## src/rtl/utg_pkg.sv

```systemverilog
package utg_pkg;

   // Read source selected by the address decoder
   typedef enum logic [1:0] {
      RD_NONE = 2'd0,
      RD_CFG  = 2'd1,
      RD_CNT  = 2'd2
   } utg_rd_sel_e;

   // Next-state decision of the fractional accumulator
   typedef enum logic [1:0] {
      ACC_HOLD_PHASE = 2'd0,
      ACC_FIRE       = 2'd1,
      ACC_SATURATE   = 2'd2,
      ACC_RESTART    = 2'd3
   } utg_acc_step_e;

   function automatic utg_rd_sel_e utg_decode
      (input logic hit_cfg, input logic hit_cnt);
      if (hit_cfg)      return RD_CFG;
      else if (hit_cnt) return RD_CNT;
      else              return RD_NONE;
   endfunction

endpackage

```

## src/rtl/utg_regs.sv

```systemverilog
module utg_regs #(
   parameter int FIELD_W = 8,
   parameter int ADDR_W  = 8,
   parameter logic [ADDR_W-1:0] CFG_ADDR = 8'h14,
   parameter logic [2*FIELD_W-1:0] CFG_RESET = 16'h000B
) (
   input  logic                 clk,
   input  logic                 rst_n,
   input  logic                 wr_en,
   input  logic [ADDR_W-1:0]    addr,
   input  logic [2*FIELD_W-1:0] wfield,
   output logic [FIELD_W-1:0]   tick_fld_o,
   output logic [FIELD_W-1:0]   cyc_fld_o,
   output logic                 cfg_wr_o
);
   localparam int CFG_W = 2 * FIELD_W;

   logic [CFG_W-1:0] cfg_q;

   assign cfg_wr_o = wr_en && (addr == CFG_ADDR);

   always_ff @(posedge clk or negedge rst_n) begin
      if (!rst_n)        cfg_q <= CFG_RESET;
      else if (cfg_wr_o) cfg_q <= wfield;
   end

   assign cyc_fld_o  = cfg_q[FIELD_W-1:0];
   assign tick_fld_o = cfg_q[CFG_W-1:FIELD_W];

   // The configuration changes only through a write to its own address
   assert_cfg_hold_R7: assert property (@(posedge clk) disable iff (!rst_n)
      !(wr_en && addr == CFG_ADDR) |=> $stable(cfg_q));

endmodule

```

## src/rtl/utg_rate_acc.sv

```systemverilog
module utg_rate_acc
   import utg_pkg::*;
#(
   parameter int FIELD_W = 8
) (
   input  logic               clk,
   input  logic               rst_n,
   input  logic               clr_i,
   input  logic [FIELD_W-1:0] tick_fld_i,
   input  logic [FIELD_W-1:0] cyc_fld_i,
   output logic               tick_o
);
   localparam int ACC_W = FIELD_W + 2;

   logic [ACC_W-1:0] num, den, acc_q, sum;
   logic             sat;
   logic             tick_q;
   utg_acc_step_e    step;

   assign num = ACC_W'(tick_fld_i) + ACC_W'(1);
   assign den = ACC_W'(cyc_fld_i) + ACC_W'(1);
   assign sum = acc_q + num;
   assign sat = (num >= den);

   always_comb begin
      if (clr_i)           step = ACC_RESTART;
      else if (sat)        step = ACC_SATURATE;
      else if (sum >= den) step = ACC_FIRE;
      else                 step = ACC_HOLD_PHASE;
   end

   always_ff @(posedge clk or negedge rst_n) begin
      if (!rst_n) begin
         acc_q  <= '0;
         tick_q <= 1'b0;
      end else begin
         unique case (step)
            ACC_RESTART: begin
               acc_q  <= '0;
               tick_q <= 1'b0;
            end
            ACC_SATURATE: begin
               acc_q  <= '0;
               tick_q <= 1'b1;
            end
            ACC_FIRE: begin
               acc_q  <= sum - den;
               tick_q <= 1'b1;
            end
            default: begin
               acc_q  <= sum;
               tick_q <= 1'b0;
            end
         endcase
      end
   end

   assign tick_o = tick_q;

   // Residual phase always stays below the denominator
   assert_acc_bound_R3: assert property (@(posedge clk) disable iff (!rst_n)
      acc_q < den);

   // A configuration write silences the next cycle
   assert_quiet_after_write_R5: assert property (@(posedge clk) disable iff (!rst_n)
      clr_i |=> !tick_o);

   // Saturated ratio ticks every cycle
   assert_saturate_R6: assert property (@(posedge clk) disable iff (!rst_n)
      (!clr_i && sat) |=> tick_o);

endmodule

```

## src/rtl/utg_counter.sv

```systemverilog
module utg_counter #(
   parameter int CNT_W = 32
) (
   input  logic             clk,
   input  logic             rst_n,
   input  logic             tick_i,
   output logic [CNT_W-1:0] cnt_o
);
   logic [CNT_W-1:0] cnt_q;

   always_ff @(posedge clk or negedge rst_n) begin
      if (!rst_n)      cnt_q <= '0;
      else if (tick_i) cnt_q <= cnt_q + CNT_W'(1);
   end

   assign cnt_o = cnt_q;

   assert_count_step_R4: assert property (@(posedge clk) disable iff (!rst_n)
      tick_i |=> (cnt_q == $past(cnt_q) + CNT_W'(1)));

   assert_count_hold_R4: assert property (@(posedge clk) disable iff (!rst_n)
      !tick_i |=> $stable(cnt_q));

endmodule

```

## src/rtl/usec_tick_gen.sv

```systemverilog
module usec_tick_gen
   import utg_pkg::*;
#(
   parameter int FIELD_W = 8,
   parameter int CNT_W   = 32,
   parameter int ADDR_W  = 8,
   parameter int DATA_W  = 32,
   parameter logic [ADDR_W-1:0] CNT_ADDR = 8'h10,
   parameter logic [ADDR_W-1:0] CFG_ADDR = 8'h14,
   parameter logic [2*FIELD_W-1:0] CFG_RESET = 16'h000B
) (
   input  logic              clk,
   input  logic              rst_n,
   input  logic              wr_en,
   input  logic [ADDR_W-1:0] addr,
   input  logic [DATA_W-1:0] wdata,
   output logic [DATA_W-1:0] rdata,
   output logic              tick_o
);
   localparam int CFG_W = 2 * FIELD_W;

   // Elaboration-time parameter checks
   if (FIELD_W < 1)        $error("FIELD_W must be at least 1");
   if (CNT_W < 1)          $error("CNT_W must be at least 1");
   if (DATA_W < CFG_W)     $error("DATA_W must hold the configuration word");
   if (DATA_W < CNT_W)     $error("DATA_W must hold the counter");
   if (CFG_ADDR == CNT_ADDR) $error("register addresses must differ");

   logic [FIELD_W-1:0] tick_fld, cyc_fld;
   logic               cfg_wr;
   logic [CNT_W-1:0]   cnt;
   logic [DATA_W-1:0]  cfg_ext, cnt_ext;
   utg_rd_sel_e        rd_sel;

   utg_regs #(
      .FIELD_W  (FIELD_W),
      .ADDR_W   (ADDR_W),
      .CFG_ADDR (CFG_ADDR),
      .CFG_RESET(CFG_RESET)
   ) u_regs (
      .clk       (clk),
      .rst_n     (rst_n),
      .wr_en     (wr_en),
      .addr      (addr),
      .wfield    (wdata[CFG_W-1:0]),
      .tick_fld_o(tick_fld),
      .cyc_fld_o (cyc_fld),
      .cfg_wr_o  (cfg_wr)
   );

   utg_rate_acc #(
      .FIELD_W(FIELD_W)
   ) u_acc (
      .clk       (clk),
      .rst_n     (rst_n),
      .clr_i     (cfg_wr),
      .tick_fld_i(tick_fld),
      .cyc_fld_i (cyc_fld),
      .tick_o    (tick_o)
   );

   utg_counter #(
      .CNT_W(CNT_W)
   ) u_cnt (
      .clk   (clk),
      .rst_n (rst_n),
      .tick_i(tick_o),
      .cnt_o (cnt)
   );

   // Width adaptation of the read sources
   if (DATA_W > CFG_W) begin : g_cfg_pad
      logic unused_wdata_hi;
      assign unused_wdata_hi = ^wdata[DATA_W-1:CFG_W];
      assign cfg_ext = {{(DATA_W-CFG_W){1'b0}}, tick_fld, cyc_fld};
   end else begin : g_cfg_full
      assign cfg_ext = {tick_fld, cyc_fld};
   end

   if (DATA_W > CNT_W) begin : g_cnt_pad
      assign cnt_ext = {{(DATA_W-CNT_W){1'b0}}, cnt};
   end else begin : g_cnt_full
      assign cnt_ext = cnt;
   end

   assign rd_sel = utg_decode(addr == CFG_ADDR, addr == CNT_ADDR);

   always_comb begin
      unique case (rd_sel)
         RD_CFG:  rdata = cfg_ext;
         RD_CNT:  rdata = cnt_ext;
         default: rdata = '0;
      endcase
   end

   assert_rd_decode_R7: assert property (@(posedge clk) disable iff (!rst_n)
      (addr != CFG_ADDR && addr != CNT_ADDR) |-> (rdata == '0));

endmodule

```

## config.mk

```make
export PLATFORM = sky130hd
export DESIGN_NAME = usec_tick_gen
export DESIGN_NICKNAME = d
export VERILOG_FILES = /design/src/rtl/utg_pkg.sv /design/src/rtl/utg_regs.sv /design/src/rtl/utg_rate_acc.sv /design/src/rtl/utg_counter.sv /design/src/rtl/usec_tick_gen.sv
export SDC_FILE = /design/constraint.sdc
export NUM_CORES = 1
export LEC_CHECK = 0
export BUFFER_PORTS_ARGS = -buffer_cell sky130_fd_sc_hd__buf_2
export CORE_MARGIN = 8
export CORE_UTILIZATION = 55
export DETAILED_ROUTE_END_ITERATION = 10
export PLACE_DENSITY = 0.8
export SETUP_SLACK_MARGIN = 0.1
export SYNTH_ARGS = -nofsm -noshare
export SYNTH_HDL_FRONTEND = slang
export SYNTH_HIERARCHICAL = 1
export SYNTH_SLANG_ARGS = --single-unit
```

## constraint.sdc

```tcl
create_clock -name clk -period 5.05 [get_ports clk]
set_input_delay 0.7575 -clock clk [delete_from_list [all_inputs] [get_ports clk]]
set_output_delay 0.7575 -clock clk [all_outputs]
set_load 0.02 [all_outputs]
```

**Word-level counts from Yosys, hierarchy flattened**

Index checks and enable logic that the tools add are counted.

- Register bits: 59
- Latch bits: 0
- Memory bits (writable): 0
- Memory bits (read-only): 0
- Bits of input ports: 43
- Output and inout bits: 33
- Logic and storage cells: 29
- Memories: 0

- Add/subtract/negate cells: 5
- $mul: 0
- Div/mod/pow operators: 0
- Order comparisons: 2
- Equal/unequal tests: 7
- Shift operators: 0
- Mux-type cells: 8
- Bitwise gates (word level): 0
- Reduce and logical (&&, ||, !) cells: 3

Operators by type and width:

| cell | number |
|---|---|
| 32-bit case mux with 2 select lines | 1 |
| 32-bit by 1-bit adder with 32-bit output (second input constant) | 1 |
| 10-bit >= comparator | 2 |
| 10-bit case mux with 2 select lines | 1 |
| 8-bit by 1-bit adder with 9-bit output (second input constant) | 2 |
| 8-bit by 5-bit == test with 1-bit output (second input constant) | 2 |
| 10-bit adder | 1 |
| 10-bit subtractor | 1 |
| 2-bit two-way mux | 4 |
| 2-bit == test (second input constant) | 3 |
| 2-bit by 1-bit == test with 1-bit output (second input constant) | 2 |
| 2-bit OR reduction | 2 |
| 1-bit two-way mux | 2 |
| 1-bit logical AND | 1 |

**Longest topological paths before layout**

Gate-level depths: netlist of the first run.

- Depth after elaboration: 9
- Gate-level depth with buffers: 18
- Depth with buffers taken out: 17

**Hierarchy**

The synthesis of the first run kept the hierarchy.

By module, submodules not included:

| module | instances | cells each | area each (um^2) |
|---|---|---|---|
| utg_rate_acc | 1 | 200 | 1759.2 |
| utg_counter | 1 | 123 | 1448.9 |
| utg_regs | 1 | 37 | 679.4 |
| usec_tick_gen | 1 | 77 | 658.1 |

**Worst setup path after synthesis of the first run**

No wires, ideal clock.

- Kind: register to register
- From: register u_regs.cfg_q[8]
- To: register u_acc.acc_q[1]
- Library setup time: 0.136 ns
- Arrival: 3.799 ns
- Setup slack: 1.114 ns
- Stages on the path, launching flop included: 18
- Path buffers: 2
- Clock period less this slack: 3.936 ns
- Cell sequence: dfrtp_1 -> ha_1 -> and3_1 -> xor2_1 -> ha_1 -> a21oi_1 -> o21ai_0 -> a21oi_2 -> xnor2_1 -> ha_1 -> a21oi_1 -> inv_1 -> o21a_1 -> o41ai_1 -> ha_1 -> clkbuf_1 -> clkbuf_1 -> o21ai_0

- Cells in the longest elaborated chain, start to end: 9

RTL lines:

| element | RTL line | RTL |
|---|---|---|
| start: declaration | utg_regs.sv:18 | `logic [CFG_W-1:0] cfg_q;` |
| start signal: assignment | utg_regs.sv:24 | `else if (cfg_wr_o) cfg_q <= wfield;` |
| 8-bit by 1-bit adder with 9-bit output (*) | utg_rate_acc.sv:20 | `assign num = ACC_W'(tick_fld_i) + ACC_W'(1);` |
| 10-bit adder | utg_rate_acc.sv:22 | `assign sum = acc_q + num;` |
| 10-bit >= comparator | utg_rate_acc.sv:28 | `else if (sum >= den) step = ACC_FIRE;` |
| 1-bit two-way mux | utg_rate_acc.sv:28 |  |
| 2-bit two-way mux | utg_rate_acc.sv:27 | `else if (sat) step = ACC_SATURATE;` |
| 2-bit two-way mux | utg_rate_acc.sv:26 | `if (clr_i) step = ACC_RESTART;` |
| 2-bit == test | utg_rate_acc.sv:37 | `unique case (step)` |
| 2-bit OR reduction (no source line) | -- |  |
| 10-bit case mux with 2 select lines (*) | utg_rate_acc.sv:37 |  |
| end signal: assignment | utg_rate_acc.sv:47 | `acc_q <= sum - den;` |
| end signal: assignment | utg_rate_acc.sv:51 | `acc_q <= sum;` |
| end: declaration | utg_rate_acc.sv:15 | `logic [ACC_W-1:0] num, den, acc_q, sum;` |

Every way passes the cells marked *; elsewhere a longest branch is shown, timed or not.
A chain may end at the register's enable or synchronous reset.

**Worst setup path in the final report of the first run**

- From: register u_regs.cfg_q[8]
- To: register u_acc.acc_q[6]

Same word-level chain as after synthesis.

==> run metrics, run 1 <==
status=finished, final reports clean; Slew Limit Fails=0; CP Launch Type=register; worst-path maximum fanout=6; CTS tree=yes; synthesis-to-finish area growth=11.3%; number of cells upsized or downsized after cts=0; max_slew headroom=36.4%; total core area=0.00813 mm^2; worst slew pin tran=about 0.95 ns; Antenna Nets Post-Route=0; Final min period=4.50 ns; Clock Latency Late Sink=around 0.34 ns; Critical Path AT=4.73 ns; vias in the first global route=approximately 3700; fmax=222 MHz; Setup TNS=0 ns; mapped cell area=approximately 0.0045 mm^2; async set-reset flop share out of synthesis=100%; WP buf/inv=1; initial core utilization=55.9%; slowest cell on the critical path=dfrtp_1; Top cell by count, worst path=ha_1; Simple-Gate Fraction of Synth Area=a little over a fifth; clock buffer depth=2; ordered cell list for the critical path=ha_1 > xor2_1 > ha_1 > a21oi_1 > nand2_1 > xor2_1 > ha_1 > a21o_1 > a41o_1 > o211ai_1 > a211oi_1 > o21a_1 > o41a_1 > ha_1 > inv_1 > nor2_1 > a32o_1; initial DRC count=around 160; initial antenna violation count=0; chip height=~110 um; post-synthesis sequential area ratio=roughly 33%; synthesized instance count=between 400 and 500; most common cell after layout, fill and taps aside=buf_2; clock slew at reported path FFs=0.07 ns; Adder-Cell Fraction of Synth Area=10.5%; VDD IR max=approximately 0.33 mV; # rows=33; Worst Skew=0.0104 ns; crit path kind=reg2reg; first-pass GRT wire length=17600 um; largest family of logic cells by synthesized area=simple AND/OR/NAND/NOR gates; Setup-failing EPs final=0; diode count=0; slowest stage delay, CP=0.45 ns; DP Wirelength=approximately 8000 um; die extent in x=approximately 110 um; Post-CTS Setup Repair Bufs=0; Static Leak=approximately 2.5 nW; CP top delay family=compound AO/OA/AOI/OAI gates; post-synthesis compound-gate area fraction=10.3%; Avg WL per Cell=roughly 17 um; H-tree depth=3; Core Util, Final=62.2%; via count=3631; Hold WC Path Type=reg2reg; Residual DRC=0; hold bufs inserted after CTS=0; CTS Sinks=59; Yosys warning count=6; Yosys reg bits=59; R2R depth=17; grt total ovfl=0; pin count of the biggest net entering global routing=60; total track usage=18.9%; die footprint=0.0114 mm^2; Layout Nets=about 580; Synth Area in XOR/XNOR=10.8%; root buffer cell=clkbuf_8; layout cells sized above 1=27.2%; unique cell type count in the Yosys netlist=between 60 and 70; Crit. End Element=register; unrepaired setup endpoints after global routing=false; Detailed Routing Iterations Pass 1=7; Post-synth EDFFs=0; Final Hold Vio Count=0; final worst path period share=89.2%; Place WS=between 0.6 and 0.7 ns; post-synthesis mux area share=8.92%; Final Routed Wirelength=a little over 10000 um; most frequent cells in the layout=59 x buf_2, 56 x dfrtp_1, 35 x ha_1; Worst EP required=roughly 5.3 ns; CTS buffer count=9; Mapped Avg Cell Area=roughly 10 um^2; post-route worst setup slack=roughly 0.55 ns; I/O Buffers=59; Final GP Congestion=0.916; hold depth=1; vias per cell=5.97; I/O Pins=76; WP depth=17; max-cap viol count=0; P per Cell Area=360 mW/mm^2; dominant synthesized flop cell=dfrtp_1; Mapped Nets=517
-- registers in the layout, indices dropped and copies added, names as in the netlist --
register,cells
u_cnt/cnt_o,32
u_acc/tick_o,1
u_acc/acc_q,10
u_regs/cfg_q,16
-- per-stage QoR --
step	instance area [um^2]	power [mW]	cells	hold slack, ns
final	5060	1.82	608	0.474
after global routing	5060	1.95	608	0.500
after global placement	4880	1.37	592	0.466
after CTS	5060	1.81	608	0.481
after floorplan	4550	1.22	437	0.446
after detailed placement	4880	1.40	592	0.466
-- synth_stat cells (all sizes together) (2+ instances only) --
cell,count,area [um^2]
xor2,26,228
nor4,6,50.0
o211ai,3,22.5
a21oi,13,72.6
o21bai,4,30.0
nand3,20,100
a21o,11,82.6
inv,32,120
nor3,42,365
nor2,8,30.0
mux2,17,225
dfstp,3,78.8
nand4,12,90.1
o41ai,3,26.3
fa,2,40.0
ha,35,438
a22o,2,17.5
xnor3,2,45.0
nor3b,2,15.0
buf,10,111
a21boi,2,15.0
and3,12,76.3
mux2i,18,180
xnor2,25,219
a32o,3,30.0
nand4b,2,32.5
clkbuf,3,11.3
nand2,23,86.3
or4,2,18.8
dfrtp,56,1400
and4,4,36.3
nor2b,2,12.5
and2,2,12.5
o21ai,9,45.0
o21a,4,30.0
or3,3,18.8
-- final cells by class --
class / count / area (um^2)
Fill cell: 637 / 3080
Multi-Input combinational cell: 333 / 2820
Sequential cell: 59 / 1480
Timing Repair Buffer: 63 / 325
Clock buffer: 13 / 139
Tap cell: 105 / 131
Inverter: 32 / 120
Clock inverter: 3 / 40.0
-- power breakdown --
| group | internal, mW | switching [mW] | total [mW] |
|---|---|---|---|
| Sequential | 0.541 | 0.0762 | 0.617 |
| Clock | 0.227 | 0.182 | 0.409 |
| Combinational | 0.360 | 0.437 | 0.798 |
-- logic make-up (layout without fill, tap and decap cells) --
group	after synthesis	count (layout)
buffers and inverters	45	111
muxes	35	35
and+or+nand+nor	144	144
adders and majority gates	37	37
DFF	59	59
xor gates and xnor gates	53	53
AOI/OAI and AO/OA	64	64
-- per-layer routing --
metal / share of wire [%] / track usage, % / up-vias
li1: - / - / 1705
met1: 43 / 23.8 / 1788
met2: 50 / 31.7 / 123
met3: 5.0 / 3.42 / 15
met4: 1.3 / 6.93 / 0
met5: 0 / 0 / -
-- worst paths after layout --
check | startpoint | endpoint | slack, ns
worst max-delay path | u_regs/cfg_q[8] | u_acc/acc_q[6] | 0.55
worst min-delay path | u_cnt/cnt_o[31] | u_cnt/cnt_o[31] | 0.47
worst max register to register | u_regs/cfg_q[8] | u_acc/acc_q[6] | 0.55
worst min register to register | u_cnt/cnt_o[31] | u_cnt/cnt_o[31] | 0.47
max in group asynchronous | rst_n | u_regs/cfg_q[15] | 4.00
min in group asynchronous | rst_n | u_cnt/cnt_o[23] | 0.55
No activity file was read; power rests on OpenSTA's default activity.
==> run 2: changes to the inputs <==
--- a/config.mk
+++ b/config.mk
@@ -8,10 +8,10 @@
 export BUFFER_PORTS_ARGS = -buffer_cell sky130_fd_sc_hd__buf_2
 export CORE_MARGIN = 8
 export CORE_UTILIZATION = 55
+export CTS_CLUSTER_DIAMETER = 120
 export DETAILED_ROUTE_END_ITERATION = 10
-export PLACE_DENSITY = 0.8
+export PLACE_DENSITY = 0.81
 export SETUP_SLACK_MARGIN = 0.1
 export SYNTH_ARGS = -nofsm -noshare
 export SYNTH_HDL_FRONTEND = slang
-export SYNTH_HIERARCHICAL = 1
 export SYNTH_SLANG_ARGS = --single-unit
==> run 2 against run 1 <==
Effect of this change: register-to-register slack improved by 0.097 ns; power is 4.5% higher; worst setup slack better by 0.097 ns; area after synthesis fell by 12%; global-route usage up 0.46 points; non-clock buffer count is 1 lower; critical path depth fell by 1; clock skew is 0.0044 ns higher; critical path type unchanged.
==> run metrics, run 2 <==
status=finished, final reports clean; DP Wirelength=7010 um; r2r setup slk=approximately 0.64 ns; synthesis-to-finish area growth=14.6%; grt total ovfl=0; Sequential Power Share=roughly 32%; synthesized instance count=just under 400; most frequent cells in the layout=59 x buf_2, 56 x dfrtp_1, 38 x xnor2_1; ordered cell list for the critical path=ha_1 > fa_1 > a21o_2 > a21o_1 > a21o_1 > a21oi_1 > a21oi_1 > xor2_1 > ha_1 > and2_1 > and3_1 > o32a_1 > ha_1 > inv_1 > nor2_1 > a22o_2; die footprint=0.0103 mm^2; Detailed Routing Iterations Pass 1=4; Yosys top cell by area=dfrtp_1; WP buf/inv=1; hold depth=1; unrepaired setup endpoints after global routing=false; Reg2Reg Launch Point=u_regs.cfg_q[8]; diode count=0; Antenna Nets Post-Route=0; slowest cell on the critical path=dfrtp_1; initial antenna violation count=0; Clock power frac=20.5%; most frequent cells after synthesis=56 x dfrtp_1, 38 x xnor2_1, 34 x ha_1; layout cells sized above 1=23.2%; worst slew pin tran=0.737 ns; mapped cell area=0.00401 mm^2; Worst Skew=around 0.015 ns; via count=3110; Net Sw Power=0.755 mW; Mapped Avg Cell Area=~10 um^2; Mapped Nets=473; fmax=between 200 and 250 MHz; R2R depth=16; Post-synth EDFFs=0; max_slew headroom=50.9%; max-cap viol count=0; total core area=0.00714 mm^2; Avg WL per Cell=between 15 and 20 um; Synth area leaders=dfrtp_1 35%, ha_1 11%, xnor2_1 8.3%; Yosys reg bits=59; most common cell after layout, fill and taps aside=buf_2; CTS tree=yes; unique cell type count in the Yosys netlist=52; Place WS=0.666 ns; P per Cell Area=415 mW/mm^2; Final Routed Wirelength=9010 um; I/O Buffers=59; Final GP Congestion=roughly 0.86; Crit. End Element=register; I/O Pins=between 70 and 80; total track usage=about a fifth; worst hold margin=0.494 ns; initial core utilization=56.1%; Internal=about 1.2 mW; top-count cell post-synth=dfrtp_1; Yosys top cell area share=35.0%; hold path endpoint=u_cnt.cnt_o[27]; async set-reset flop share out of synthesis=100%; post-synthesis sequential area ratio=36.9%; root buffer cell=clkbuf_8; clock buffer depth=2; number of flip-flops in the largest register=32; CTS Sinks=59; slowest stage delay, CP=0.46 ns; crit path kind=reg2reg; initial DRC count=129; number of cells upsized or downsized after cts=0; # rows=31; Setup TNS=0 ns; H-tree depth=3; reg2reg end=u_acc.acc_q[5]; hold bufs inserted after CTS=0; chip height=101 um; die extent in x=101 um; dominant synthesized flop cell=dfrtp_1; VDD IR max=0.243 mV; Sw Ratio=39.6%; clock slew at reported path FFs=0.07 ns; CTS buffer count=9; Worst EP required=5.26 ns; Residual DRC=0; Setup-failing EPs final=0; vias in the first global route=3297; Final Hold Vio Count=0; final worst path period share=87.2%; vias per cell=5.54; Comb power frac=between 40% and 50%; Clock Latency Late Sink=approximately 0.34 ns; Hold WC Path Type=reg2reg; placed cells=546; Hold Startpoint=u_cnt.cnt_o[27]; Top cell by count, worst path=ha_1; Slew Limit Fails=0; Critical Path AT=between 4 and 5 ns; first-pass GRT wire length=between 15000 and 20000 um; pin count of the biggest net entering global routing=60; worst-path maximum fanout=6; CP Launch Type=register; Yosys warning count=0; Post-CTS Setup Repair Bufs=0; CP top delay family=compound AO/OA/AOI/OAI gates; Layout Nets=537; Static Leak=2.33 nW; Cell Count, Final, Fillers Out=561; Final min period=4.41 ns; post-route worst setup slack=0.645 ns
## run 2: layout make-up
type | count | area (um^2)
clock inverter | 4 | 26.3
fill | 613 | 2550
timing repair buffer | 62 | 318
sequential | 59 | 1480
inverter | 15 | 56.3
tap | 99 | 124
multi-input combinational | 311 | 2430
clock buffer | 11 | 151
## run 2: logic make-up (layout without fill, tap and decap cells)
group,count (synthesis),after routing,share of synthesized area (%)
flip-flops,59,59,36.9
buffers and inverters,24,92,2.34
multiplexers,30,30,7.93
adder cells (fa/ha/maj),36,36,11.6
AO/OA/AOI/OAI,63,63,12.6
XOR/XNOR,58,58,13.1
AND/OR/NAND/NOR,124,124,15.5
## run 2: through the flow
stage | area [um^2] | util (%) | power, mW
after CTS | 4590 | 64.3 | 1.91
final | 4590 | 64.3 | 1.91
after detailed placement | 4410 | 61.8 | 1.51
after global placement | 4410 | 61.8 | 1.46
after floorplan | 4010 | - | 1.32
after global routing | 4590 | 64.3 | 2.04
## run 2: worst reg2reg max path, stage by stage, from the launching register on
cell and delay [ns]:
dfrtp_1 0.46, ha_1 0.39, fa_1 0.46, a21o_2 0.21, a21o_1 0.20, a21o_1 0.18
a21oi_1 0.21, a21oi_1 0.12, xor2_1 0.17, ha_1 0.37, and2_1 0.18, and3_1 0.20
o32a_1 0.34, ha_1 0.25, inv_1 0.16, nor2_1 0.14, a22o_2 0.23
## run 2: worst max-delay path by stage
stage,from,endpoint,slack (ns),cells past startpoint
after global routing,u_regs.cfg_q[8],u_acc.acc_q[9],0.31,17
after detailed placement,u_regs.cfg_q[8],u_acc.acc_q[8],0.67,16
after floorplan,u_regs.cfg_q[8],u_acc.acc_q[9],1.08,16
after CTS,u_regs.cfg_q[8],u_acc.acc_q[5],0.65,16
after global placement,u_regs.cfg_q[8],u_acc.acc_q[8],0.76,17
final,u_regs.cfg_q[8],u_acc.acc_q[5],0.64,16
## run 2: power by group through the flow
stage	Combinational (mW)	Sequential (mW)	Clock, mW
after floorplan	0.710	0.607	0
after global placement	0.848	0.617	0
after detailed placement	0.891	0.620	0
after CTS	0.897	0.612	0.396
after global routing	1.00	0.625	0.417
final	0.903	0.614	0.390
## run 2: per-layer routing
| layer | vias to the layer above | routed length, um | global-route usage [%] |
|---|---|---|---|
| met2 | 74 | 4360 | 32.3 |
| met5 | - | 0 | 0 |
| li1 | 1531 | - | - |
| met3 | 23 | 352 | 3.57 |
| met1 | 1482 | 3990 | 22.8 |
| met4 | 0 | 296 | 11.5 |
==> run 3: changes to the inputs <==
--- a/config.mk
+++ b/config.mk
@@ -5,12 +5,14 @@
 export SDC_FILE = /design/constraint.sdc
 export NUM_CORES = 1
 export LEC_CHECK = 0
+export ABC_AREA = 1
 export BUFFER_PORTS_ARGS = -buffer_cell sky130_fd_sc_hd__buf_2
+export CAP_MARGIN = 40
 export CORE_MARGIN = 8
 export CORE_UTILIZATION = 55
 export CTS_CLUSTER_DIAMETER = 120
 export DETAILED_ROUTE_END_ITERATION = 10
-export PLACE_DENSITY = 0.81
+export PLACE_DENSITY = 0.8
 export SETUP_SLACK_MARGIN = 0.1
 export SYNTH_ARGS = -nofsm -noshare
 export SYNTH_HDL_FRONTEND = slang
==> run 3 against run 2 <==
Effect of this change: routed wire length up 25%; sequential power up 3.3%; combinational power up 25%; maximum frequency up 1.0%; critical path depth up 7; core utilization up 0.50 points; area after synthesis up 11%; non-clock buffer count up 1; global-route usage up 1.1 points; via count up 31%; synthesized cell count up 51%.
==> run metrics, run 3 <==
status=finished, final reports clean; number of cells upsized or downsized after cts=0; die extent in x=about 110 um; Final Hold Vio Count=0; CTS tree=yes; unique cell type count in the Yosys netlist=43; clock slew at reported path FFs=0.07 ns; vias per cell=5.33; most frequent cells after synthesis=135 x nand2_1, 96 x inv_1, 56 x dfrtp_1; dominant synthesized flop cell=dfrtp_1; Yosys warning count=0; total track usage=20.5%; hold depth=2; total core area=0.00777 mm^2; initial antenna violation count=0; post-route worst setup slack=0.689 ns; slowest stage delay, CP=0.39 ns; Setup-failing EPs final=0; top-count cell post-synth=nand2_1; hold bufs inserted after CTS=0; Yosys top cell area share=about a third; CTS Sinks=59; GRT busiest layer=met2; mapped cell area=0.00444 mm^2; r2r setup slk=0.69 ns; R2R depth=23; CTS buffer count=9; via count=between 4000 and 5000; Final min period=4.36 ns; met3 Usage GRT=4.81%; Design Power=2.17 mW; reg2reg end=u_acc.acc_q[1]; Antenna Nets Post-Route=0; grt total ovfl=0; Final Routed Wirelength=11300 um; slowest cell on the critical path=dfrtp_1; synthesized instance count=595; DP Wirelength=8860 um; die footprint=0.0112 mm^2; met2 GRT Util=33.8%; fmax=about 230 MHz; first-pass GRT wire length=~19000 um; Crit. End Element=register; M1 GR Usage=about a quarter; H-tree depth=3; VDD IR max=0.247 mV; Slew Limit Fails=0; I/O Pins=76; Hold WC Path Type=reg2reg; max_slew headroom=roughly half; unrepaired setup endpoints after global routing=false; initial DRC count=between 200 and 250; Layout fillers=slightly below 700; most frequent cells in the layout=135 x nand2_1, 96 x inv_1, 59 x buf_2; Top cell by count, worst path=nand2_1; post-synthesis sequential area ratio=33.3%; Worst Skew=just under 0.01 ns; synthesis-to-finish area growth=13.4%; Worst EP required=5.28 ns; hold path endpoint=u_regs.cfg_q[1]; diode count=0; Final GP Congestion=0.931; worst hold margin=0.502 ns; vias in the first global route=4186; Mapped Avg Cell Area=7.46 um^2; Synth area leaders=dfrtp_1 32%, nand2_1 11%, ha_1 9.6%; final instance area=0.00503 mm^2; Residual DRC=0; pin count of the biggest net entering global routing=60; P per Cell Area=around 430 mW/mm^2; layout cells sized above 1=between 10% and 20%; final worst path period share=86.4%; Yosys top cell by area=dfrtp_1; Clock Latency Late Sink=0.34 ns; worst slew pin tran=just under 0.8 ns; Setup TNS=0 ns; I/O Buffers=between 50 and 60; Cell Area, Placed=0.00485 mm^2; initial core utilization=57.2%; Reg2Reg Launch Point=u_regs.cfg_q[8]; Hold Startpoint=u_regs.cfg_q[1]; Layout Nets=737; crit path kind=reg2reg; ordered cell list for the critical path=ha_1 > nand3_1 > nor3_1 > xor2_1 > inv_1 > ha_1 > nand2_1 > inv_1 > a21oi_1 > nand2_1 > nand2_1 > nand2_1 > ha_1 > a21oi_1 > o21bai_1 > nor2_1 > nand2_1 > a21oi_1 > ha_1 > inv_1 > nand2_1 > inv_1 > a22o_1; max-cap viol count=0; number of flip-flops in the largest register=32; Avg WL per Cell=14.7 um; clock buffer depth=2; worst-path maximum fanout=7; Yosys reg bits=59; Post-synth EDFFs=0; root buffer cell=clkbuf_8; Detailed Routing Iterations Pass 1=5; CP Launch Type=register; Critical Path AT=between 4 and 5 ns; chip height=106 um; async set-reset flop share out of synthesis=100%; Mapped Nets=674; Post-CTS Setup Repair Bufs=0; Static Leak=2.73 nW; # rows=32; Place WS=0.801 ns; most common cell after layout, fill and taps aside=nand2_1
-- run 3: how the worst max path moves through the flow --
stage,endpoint,startpoint,cells past startpoint
finish,u_acc.acc_q[1],u_regs.cfg_q[8],23
global route,u_acc.acc_q[1],u_regs.cfg_q[8],23
CTS,u_acc.acc_q[1],u_regs.cfg_q[8],23
detailed placement,u_acc.acc_q[1],u_regs.cfg_q[8],23
global placement,u_acc.acc_q[1],u_regs.cfg_q[8],23
floorplan,u_acc.acc_q[1],u_regs.cfg_q[8],24
-- run 3: cell type report --
class / count / area [um^2] / share of cell area, %
clock buffers: 14 / 173 / 3.43
clock inverters: 2 / 10.0 / 0.199
inverters: 96 / 360 / 7.16
multi-input cells: 429 / 2550 / 50.7
flip-flops and latches: 59 / 1480 / 29.4
well taps: 102 / 128 / 2.53
repair buffers: 63 / 333 / 6.61
-- run 3: stage by stage --
stage                     std cells  utilization [%]
after floorplan                 595                -
after global placement          748             62.3
after detailed placement        749             62.5
after CTS                       765             64.8
after global routing            765             64.8
final                           765             64.8
-- run 3: power by group --
part / leakage (nW) / internal, mW / switching, mW
Clock: 0.0965 / 0.217 / 0.190
Combinational: 1.89 / 0.425 / 0.701
Sequential: 0.740 / 0.546 / 0.0882
Total: 2.73 / 1.19 / 0.979
-- run 3: logic make-up (layout without fill, tap and decap cells) --
family | Yosys count | after routing | share of synthesized area [%]
simple gates | 269 | 269 | 27.9
buf+inv | 107 | 175 | 9.19
compound gates | 75 | 75 | 9.41
flops | 59 | 59 | 33.3
xor+xnor | 49 | 49 | 9.67
fa+ha+maj | 36 | 36 | 10.5
-- run 3: layer usage --
metal,routed length [um],up-vias,share of wire (%)
met5,0,-,0
met4,220,0,2.0
met3,601,24,5.3
met2,5380,128,48
met1,5080,1893,45
li1,-,2035,-
-- run 3: worst max-delay path: cells and delay by family (launching register included) --
kind	cells	cell delay, ns
XOR/XNOR	1	0.18
flip-flops	1	0.39
AO/OA/AOI/OAI	5	0.90
adder cells (fa/ha/maj)	4	1.06
AND/OR/NAND/NOR	9	1.30
buffers and inverters	4	0.43
